## config.mk

```make
export PLATFORM = sky130hd
export DESIGN_NAME = flash_nvm_ctl
export DESIGN_NICKNAME = d
export VERILOG_FILES = /design/src/rtl/flashctl_pkg.sv /design/src/rtl/flashctl_decode.sv /design/src/rtl/flashctl_seq.sv /design/src/rtl/flashctl_csr.sv /design/src/rtl/flash_nvm_ctl.sv
export SDC_FILE = /design/constraint.sdc
export NUM_CORES = 1
export LEC_CHECK = 0
export ABC_AREA = 1
export BUFFER_PORTS_ARGS = -buffer_cell sky130_fd_sc_hd__buf_2
export CAP_MARGIN = 20
export CORE_MARGIN = 1.5
export CORE_UTILIZATION = 39
export DETAILED_ROUTE_END_ITERATION = 8
export PLACE_DENSITY_LB_ADDON = 0.15
export SLEW_MARGIN = 0
export SYNTH_ARGS = -nofsm -noshare
export SYNTH_HDL_FRONTEND = slang
export SYNTH_HIERARCHICAL = 1
export SYNTH_SLANG_ARGS = --single-unit
```

## constraint.sdc

```tcl
create_clock -name clk -period 1.1 [get_ports clk]
set_input_delay 0.055 -clock clk [delete_from_list [all_inputs] [get_ports clk]]
set_output_delay 0.055 -clock clk [all_outputs]
set_load 0.02 [all_outputs]
```

## src/rtl/flashctl_pkg.sv

```systemverilog
// Package: shared field positions, operation encodings and types for the
// flash program/erase control register.
package flashctl_pkg;
    localparam int REG_W     = 16;
    localparam int CODE_W    = 4;
    localparam int OP_W      = 2;
    localparam int START_BIT = 15;
    localparam int WEN_BIT   = 14;
    localparam int ERR_BIT   = 13;
    localparam int MODE_BIT  = 6;
    localparam int CODE_LSB  = 0;

    localparam logic [CODE_W-1:0] CODE_ROW  = 4'b0001;
    localparam logic [CODE_W-1:0] CODE_PAGE = 4'b0010;
    localparam logic [CODE_W-1:0] CODE_WORD = 4'b0011;
    localparam logic [CODE_W-1:0] CODE_BULK = 4'b1111;

    localparam logic [OP_W-1:0] OP_WORD = 2'd0;
    localparam logic [OP_W-1:0] OP_ROW  = 2'd1;
    localparam logic [OP_W-1:0] OP_PAGE = 2'd2;
    localparam logic [OP_W-1:0] OP_BULK = 2'd3;

    typedef enum logic [1:0] {PH_IDLE = 2'd0, PH_CHECK = 2'd1, PH_RUN = 2'd2} phase_e;

    typedef struct packed {
        logic              start;
        logic              wen;
        logic              err;
        logic              mode;
        logic [CODE_W-1:0] code;
    } ctl_fields_t;

    // Place the implemented fields into the 16-bit read image.
    function automatic logic [REG_W-1:0] pack_fields(input ctl_fields_t f);
        logic [REG_W-1:0] r;
        r = '0;
        r[START_BIT] = f.start;
        r[WEN_BIT]   = f.wen;
        r[ERR_BIT]   = f.err;
        r[MODE_BIT]  = f.mode;
        r[CODE_LSB +: CODE_W] = f.code;
        return r;
    endfunction
endpackage

```

## src/rtl/flashctl_decode.sv

```systemverilog
// Module: flashctl_decode
// Maps the operation code, the erase-mode bit and the programming-mode input
// to a legal flag and a decoded operation. Purely combinational.
// Assumes: exactly one table entry can match at a time.
module flashctl_decode
    import flashctl_pkg::*;
#(
    parameter int N_ENT = 4
) (
    input  logic [CODE_W-1:0] code_i,
    input  logic              mode_i,
    input  logic              prog_mode_i,
    output logic              legal_o,
    output logic [OP_W-1:0]   op_o
);
    localparam logic [CODE_W-1:0] ENT_CODE [N_ENT] = '{CODE_WORD, CODE_ROW, CODE_PAGE, CODE_BULK};
    localparam logic              ENT_MODE [N_ENT] = '{1'b0, 1'b0, 1'b1, 1'b1};
    localparam logic              ENT_PM   [N_ENT] = '{1'b0, 1'b0, 1'b0, 1'b1};
    localparam logic [OP_W-1:0]   ENT_OP   [N_ENT] = '{OP_WORD, OP_ROW, OP_PAGE, OP_BULK};

    logic [N_ENT-1:0] hit;

    for (genvar i = 0; i < N_ENT; i++) begin : g_ent
        assign hit[i] = (code_i == ENT_CODE[i]) && (mode_i == ENT_MODE[i])
                        && (prog_mode_i || !ENT_PM[i]);
    end

    // Merge the matching entry into the legal flag and operation value.
    always_comb begin
        op_o = '0;
        for (int i = 0; i < N_ENT; i++) begin
            if (hit[i]) op_o = op_o | ENT_OP[i];
        end
    end

    assign legal_o = |hit;
endmodule

```

## src/rtl/flashctl_seq.sv

```systemverilog
// Module: flashctl_seq
// Sequences one request: a check cycle, then either rejection or launch and
// a run phase that ends on the array's done or abort.
// Assumes: start_req_i only arrives while idle; synchronous active-low reset.
module flashctl_seq
    import flashctl_pkg::*;
(
    input  logic            clk,
    input  logic            rst_n,
    input  logic            start_req_i,
    input  logic            wen_i,
    input  logic            legal_i,
    input  logic [OP_W-1:0] op_i,
    input  logic            arr_busy_i,
    input  logic            arr_done_i,
    input  logic            arr_abort_i,
    output logic            cmd_start_o,
    output logic [OP_W-1:0] cmd_op_o,
    output logic            accept_o,
    output logic            reject_o,
    output logic            end_ok_o,
    output logic            end_abort_o
);
    phase_e phase_q;

    // Classify the current cycle's outcome from the phase and array inputs.
    always_comb begin
        accept_o    = (phase_q == PH_CHECK) && wen_i && legal_i;
        reject_o    = (phase_q == PH_CHECK) && !(wen_i && legal_i);
        end_abort_o = (phase_q == PH_RUN) && arr_abort_i && arr_busy_i;
        end_ok_o    = (phase_q == PH_RUN) && arr_done_i && !end_abort_o;
    end

    // Advance the phase and drive the command strobe and held operation.
    always_ff @(posedge clk) begin
        if (!rst_n) begin
            phase_q     <= PH_IDLE;
            cmd_start_o <= 1'b0;
            cmd_op_o    <= '0;
        end else begin
            cmd_start_o <= 1'b0;
            case (phase_q)
                PH_IDLE: if (start_req_i) phase_q <= PH_CHECK;
                PH_CHECK: begin
                    if (accept_o) begin
                        phase_q     <= PH_RUN;
                        cmd_start_o <= 1'b1;
                        cmd_op_o    <= op_i;
                    end else begin
                        phase_q <= PH_IDLE;
                    end
                end
                PH_RUN: begin
                    if (end_abort_o || end_ok_o) begin
                        phase_q  <= PH_IDLE;
                        cmd_op_o <= '0;
                    end
                end
                default: phase_q <= PH_IDLE;
            endcase
        end
    end


    cmd_one_shot_chk: assert property (@(posedge clk) disable iff (!rst_n)
        cmd_start_o |=> !cmd_start_o);


    cmd_needs_wen_chk: assert property (@(posedge clk) disable iff (!rst_n)
        cmd_start_o |-> wen_i);
endmodule

```

## src/rtl/flashctl_csr.sv

```systemverilog
// Module: flashctl_csr
// Holds the register fields and forms the read image. Software may set start
// and load the configuration only while idle; the sequencer clears start and
// sets or clears the error flag.
// Assumes: end events only occur while start is 1; por_n is the only reset.
module flashctl_csr
    import flashctl_pkg::*;
(
    input  logic             clk,
    input  logic             por_n,
    input  logic             we_i,
    input  logic [REG_W-1:0] wdata_i,
    input  logic             accept_i,
    input  logic             reject_i,
    input  logic             end_ok_i,
    input  logic             end_abort_i,
    output ctl_fields_t      fields_o,
    output logic             start_req_o,
    output logic [REG_W-1:0] rdata_o
);
    ctl_fields_t f_q;
    logic        end_op;
    logic        set_err;

    assign end_op      = reject_i | end_ok_i | end_abort_i;
    assign set_err     = reject_i | end_abort_i;
    assign start_req_o = we_i && !f_q.start && wdata_i[START_BIT];

    // Update the fields from software writes and sequencer events.
    always_ff @(posedge clk) begin
        if (!por_n) begin
            f_q <= '0;
        end else begin
            if (we_i && !f_q.start) begin
                f_q.wen  <= wdata_i[WEN_BIT];
                f_q.mode <= wdata_i[MODE_BIT];
                f_q.code <= wdata_i[CODE_LSB +: CODE_W];
                if (wdata_i[START_BIT]) f_q.start <= 1'b1;
            end
            if (set_err)       f_q.err <= 1'b1;
            else if (accept_i) f_q.err <= 1'b0;
            if (end_op)        f_q.start <= 1'b0;
        end
    end

    assign fields_o = f_q;
    assign rdata_o  = pack_fields(f_q);


    start_hold_chk: assert property (@(posedge clk) disable iff (!por_n)
        f_q.start && !end_op |=> f_q.start);


    frozen_cfg_chk: assert property (@(posedge clk) disable iff (!por_n)
        f_q.start |=> $stable(f_q.wen) && $stable(f_q.mode) && $stable(f_q.code));


    reject_err_chk: assert property (@(posedge clk) disable iff (!por_n)
        reject_i |=> f_q.err && !f_q.start);


    abort_err_chk: assert property (@(posedge clk) disable iff (!por_n)
        end_abort_i |=> f_q.err && !f_q.start);
endmodule

```

## src/rtl/flash_nvm_ctl.sv

```systemverilog
// Module: flash_nvm_ctl
// Top of the flash program/erase control register: connects the field
// register, the legality decoder and the request sequencer.
// Assumes: array done/abort inputs are synchronous to clk.
module flash_nvm_ctl
    import flashctl_pkg::*;
(
    input  logic             clk,
    input  logic             por_n,
    input  logic             reg_we_i,
    input  logic [REG_W-1:0] reg_wdata_i,
    output logic [REG_W-1:0] reg_rdata_o,
    input  logic             prog_mode_i,
    output logic             cmd_start_o,
    output logic [OP_W-1:0]  cmd_op_o,
    input  logic             arr_busy_i,
    input  logic             arr_done_i,
    input  logic             arr_abort_i
);
    ctl_fields_t     fields;
    logic            start_req;
    logic            legal;
    logic [OP_W-1:0] op;
    logic            accept, reject, end_ok, end_abort;

    flashctl_csr u_csr (
        .clk         (clk),
        .por_n       (por_n),
        .we_i        (reg_we_i),
        .wdata_i     (reg_wdata_i),
        .accept_i    (accept),
        .reject_i    (reject),
        .end_ok_i    (end_ok),
        .end_abort_i (end_abort),
        .fields_o    (fields),
        .start_req_o (start_req),
        .rdata_o     (reg_rdata_o)
    );

    flashctl_decode #(.N_ENT(4)) u_dec (
        .code_i      (fields.code),
        .mode_i      (fields.mode),
        .prog_mode_i (prog_mode_i),
        .legal_o     (legal),
        .op_o        (op)
    );

    flashctl_seq u_seq (
        .clk         (clk),
        .rst_n       (por_n),
        .start_req_i (start_req),
        .wen_i       (fields.wen),
        .legal_i     (legal),
        .op_i        (op),
        .arr_busy_i  (arr_busy_i),
        .arr_done_i  (arr_done_i),
        .arr_abort_i (arr_abort_i),
        .cmd_start_o (cmd_start_o),
        .cmd_op_o    (cmd_op_o),
        .accept_o    (accept),
        .reject_o    (reject),
        .end_ok_o    (end_ok),
        .end_abort_o (end_abort)
    );


    bulk_needs_pm_chk: assert property (@(posedge clk) disable iff (!por_n)
        cmd_start_o && (cmd_op_o == OP_BULK) |-> $past(prog_mode_i));
endmodule

```

== Word level (Yosys, flattened, before mapping) ==
Cells that the tools add are included.

* Eq/ne operators: 9
* Multiplexer cells: 12
* Bitwise logic cells: 5
* Reductions and logical operators: 28

{| class="wikitable"
|+ Operator list
! cell !! count
|-
| 1-bit logical AND || 15
|-
| 2-bit 2-to-1 mux || 6
|-
| 4-bit by 2-bit == test with 1-bit output (second input constant) || 2
|-
| 2-bit != test (second input constant) || 3
|-
| 2-bit one-hot mux with 3 select lines || 1
|-
| 2-bit AND reduction || 3
|-
| 4-bit by 1-bit == test with 1-bit output (second input constant) || 1
|-
| 4-bit == test (second input constant) || 1
|-
| 1-bit 2-to-1 mux || 4
|-
| 2-bit one-hot mux with 2 select lines || 1
|-
| 2-bit nonzero test || 2
|-
| 4-bit OR reduction || 1
|-
| 1-bit zero test || 3
|-
| 1-bit OR || 3
|-
| 3-bit AND reduction || 1
|-
| 2-bit by 1-bit == test with 1-bit output (second input constant) || 1
|-
| 2-bit == test (second input constant) || 1
|-
| 2-bit zero test || 1
|-
| 1-bit NOT || 2
|-
| 2-bit OR reduction || 1
|-
| 1-bit logical OR || 1
|}

* Register bits after elaboration: 13
* Input bits: 23
* Output and inout bits: 19
* Word-level logic and storage cells: 62

== Logic depth before layout (Yosys ltp) ==
* Depth after elaboration: 10
* Gate-level depth with buffers: 12
* Depth with buffers taken out: 12

== By module ==
Netlist, hierarchy kept.

{| class="wikitable"
|+ By module, submodules not included
! module !! instances !! cells an instance !! area each (µm²) !! sequential area each (µm²)
|-
| flashctl_csr || 1 || 69 || 478.0 || 160.2
|-
| flashctl_seq || 1 || 39 || 260.2 || 100.1
|-
| flashctl_decode || 1 || 16 || 67.6 || 0.0
|}

== Worst setup path before layout ==
Ideal clock, no wire load.

* Path type: register to register
* From: register u_csr.f_q, in the netlist u_csr/fields_o[3]
* To: register u_seq.cmd_op_o[0]
* Library setup time: 0.113 ns
* Arrival: 1.071 ns
* Required time: 0.987 ns
* Path slack: -0.083 ns
* Cell stages (with the launch flop): 12
* Buffers on the path: 0
* Clock period less this slack: 1.183 ns
* Cells stage by stage: dfxtp_1 nand2_1 nor2_1 nand2_1 nand3_1 nand2_1 inv_1 nand2_2 nand2_2 nand2_2 nor2_1 nor2_1

* Longest elaborated chain between the ends: 7
* Elaborated cells between the ends (all ways): 18
* Those cells by class: eq/ne: 5; mux: 5; reduce/logical: 8

{| class="wikitable"
|+ RTL lines
! item !! RTL line !! RTL
|-
| from (decl) || flashctl_csr.sv:21 || <nowiki>ctl_fields_t f_q;</nowiki>
|-
| 4-bit == test || flashctl_decode.sv:24 || <nowiki>assign hit[i] = (code_i == ENT_CODE[i]) && (mode_i == ENT_MODE[i])</nowiki>
|-
| 1-bit logical AND || flashctl_decode.sv:24 ||
|-
| 1-bit logical AND || flashctl_decode.sv:25 || <nowiki>&& (prog_mode_i || !ENT_PM[i]);</nowiki>
|-
| 4-bit OR reduction * || flashctl_decode.sv:36 || <nowiki>assign legal_o = |hit;</nowiki>
|-
| net legal || flash_nvm_ctl.sv:22 || <nowiki>logic legal;</nowiki>
|-
| 1-bit logical AND * || flashctl_seq.sv:28 || <nowiki>accept_o = (phase_q == PH_CHECK) && wen_i && legal_i;</nowiki>
|-
| 2-bit != test (no source line) * || n/a ||
|-
| 3-bit AND reduction (no source line) * || n/a ||
|-
| to (signal assigned) || flashctl_seq.sv:48 || <nowiki>cmd_op_o <= op_i;</nowiki>
|-
| to (decl) || flashctl_seq.sv:18 || <nowiki>output logic [OP_W-1:0] cmd_op_o,</nowiki>
|}

Mark *: on every way through the listed nets, which the timed path passes. The rest lies on a longest branch. The select of a mux whose other input is x is not followed.
A chain may end at the register's enable or synchronous reset.

== Worst setup path in the final report ==
* From: register u_csr.f_q, in the netlist u_csr/fields_o[0]
* To: register u_seq.cmd_op_o[0]

* Longest elaborated chain between the ends: 7
* Elaborated cells between the ends (all ways): 18
* Those cells by class: eq/ne: 5; mux: 5; reduce/logical: 8

{| class="wikitable"
|+ RTL lines
! item !! RTL line !! RTL
|-
| 4-bit by 1-bit == test with 1-bit output || flashctl_decode.sv:24 ||
|-
| 1-bit logical AND || flashctl_decode.sv:24 ||
|-
| 1-bit 2-to-1 mux || flashctl_decode.sv:32 || <nowiki>if (hit[i]) op_o = op_o | ENT_OP[i];</nowiki>
|-
| 2-bit 2-to-1 mux || flashctl_decode.sv:32 ||
|-
| 2-bit 2-to-1 mux * || flashctl_decode.sv:32 ||
|-
| net op[0] || flash_nvm_ctl.sv:23 || <nowiki>logic [OP_W-1:0] op;</nowiki>
|-
| 2-bit 2-to-1 mux * || flashctl_seq.sv:45 || <nowiki>if (accept_o) begin</nowiki>
|-
| 2-bit one-hot mux with 2 select lines * || flashctl_seq.sv:42 || <nowiki>case (phase_q)</nowiki>
|}

Marked as above.

==> results.tsv <==
metric	value	unit
post-place-ws	-166	ps
grt_antenna_before_repair	0	
ys_ff_latch	13	
cts_buffers	3	
critPathArrivalTime	1420	ps
num_antenna_cells	0	
fillers	221	
startpoint_type	flip-flop	
syn_area_per_cell	6.50	µm²
overflow	0	
die-width	48.5	µm
end_kind	flip-flop	
final_cell_mix	buf_2, nor2_1, nand2_1	
core_area	0.00196	mm²
fin_skew	2.11	ps
ys_seq_area_share	32.3	%
yosys.area.top_type	dfxtp_1	
drc	0	
grt_setup_unrepaired	yes	
clkLatencyLatePin	270	ps
wl	1.58	mm
cp.required	1310	ps
synth.area.top_cells	dfxtp_1, buf_4, nor2_1	
grt_first_pass_wirelength	2.40	mm
grt_usage	13.2	%
dr_total_vias	757	
path_class	reg2reg	
clock.fmax	0.823	GHz
hold-worst-slack	63.3	ps
die_area	0.00235	mm²
powerDensity	1050	mW/mm²
drive_above_1_share	40.5	%
num_io_pins	42	
htree_levels	1	
fin_crit	1220	ps
nNetsFinal	177	
setup_ws	-115	ps
clkSinkCount	13	
r2r_setup_slack	-120	ps
seq_area	272	µm²
die_y	48.5	µm
violations	setup timing	
hp-class	in2reg	
drtAntennaViolNets	0	
synth_cell_type_count	17	
layout_commonest_cell	buf_2	
yosys_warnings	6	
status	finished with violations	
cts_tree	built	
start_util	41.1	%
maxCapViolations	0	
portBuffers	24	
root_buffer	clkbuf_4	
setup_viol	6	
path_clk_slew	80	ps
drtPass1Iterations	4	
p_total	1060	µW
final-instance-count-excl-fill	180	
fin_util	51.3	%
netlist_area	806	µm²
slew_violations	0	
place_congestion	0.826	
netlist_instances	124	
grt_pass1_vias	610	
grt_max_degree	11	
multi_input_area	390	µm²
vias_per_cell	4.21	
synthToLayoutAreaGrowth	25.0	%
cp_max_fo	5	
irDropWorstVdd	615	µV
drtIter0Drc	7	
cts.path.max_buffers	2	
yosys.area.top_type_share	32.3	%
placed_cells	173	
dpl.hpwl	1.22	mm
std_cell_rows	16	
finalHoldViolCount	0	
p_leak	0.000582	µW
period_share	110	%
routedWlPerCell	8.77	µm
[cell families (layout without fill, tap and decap cells)]
family                 Yosys count  in the layout  share of synthesized area, %
and+or+nand+nor                 67             67                          38.2
AOI/OAI and AO/OA                4              4                          2.48
other                            1              8                         0.465
DFF                             13             13                          32.3
buffers and inverters           39             61                          26.6
[cell type report]
class | count | share of cell area [%]
repair buffers | 35 | 20.1
multi-input cells | 79 | 38.8
clock buffers | 4 | 2.61
well taps | 27 | 3.35
flip-flops and latches | 13 | 27.0
inverters | 22 | 8.20
[synth_stat cells]
cell type / count
nand3_1: 11
nor2_4: 2
inv_1: 17
a21oi_1: 4
nand2_2: 3
nand3_2: 1
nand4_1: 1
nor2_1: 24
and3_2: 1
nand2_1: 20
buf_4: 16
inv_2: 5
nor2_2: 2
dfxtp_1: 13
nor3_1: 2
conb_1: 1
buf_6: 1
[critical path, stage by stage (launching register included)]
cell	delay [ps]
dfxtp_4	380
nand2_2	60
nor2_2	90
nand2_1	60
buf_4	130
buf_4	120
nand2_1	50
inv_1	40
nor2_1	80
nor2_1	50
nor2_1	110
[state kept, by name (all words and copies together), names as in the netlist]
name / count
u_csr/fields_o: 8
u_seq/phase_q: 2
u_seq/cmd_start_o: 1
u_seq/cmd_op_o: 2
[metal layers]
| metal | share of wire, % | GRT usage (%) | vias to the layer above |
|---|---|---|---|
| met2 | 53 | 23.8 | 22 |
| met1 | 42 | 15.0 | 326 |
| met3 | 3.9 | 2.78 | 2 |
| met4 | 0.82 | 5.71 | 0 |
| li1 | - | - | 407 |
| met5 | 0 | 0 | - |
[metrics by stage]
stage | TNS, ps | instance area, µm²
global placement | -304 | 921
global route | -1240 | 1010
detailed placement | -456 | 921
finish | -471 | 1010
CTS | -438 | 977
floorplan | -86.5 | 838
[path summary, 6_finish.rpt]
kind                                       start                              to  cells after the start
setup / recovery  u_csr/fields_o[0]$_SDFFE_PN0P_  u_seq/cmd_op_o[0]$_SDFFE_PN0P_                     10
hold / removal                   reg_wdata_i[15]  u_csr/fields_o[7]$_SDFFE_PP0P_                      3
setup reg to reg  u_csr/fields_o[0]$_SDFFE_PN0P_  u_seq/cmd_op_o[0]$_SDFFE_PN0P_                     10
hold reg to reg   u_csr/fields_o[5]$_SDFFE_PN0P_  u_csr/fields_o[5]$_SDFFE_PN0P_                      2
[power breakdown]
part	internal [µW]	switching, µW	total (µW)	leakage [µW]
Combinational	94.9	150	245	0.000458
Sequential	497	23.2	520	0.000109
Clock	140	150	290	0.0000150
[timing repair]
action,in CTS,in global routing
endpoints found under the setup margin,4,6
gates cloned,0,0
pin swaps,3,5
hold endpoints to repair,0,0
gates resized for setup,3,8
hold buffers,0,0
buffers inserted,3,0
Power figures use the tool's default switching activity.
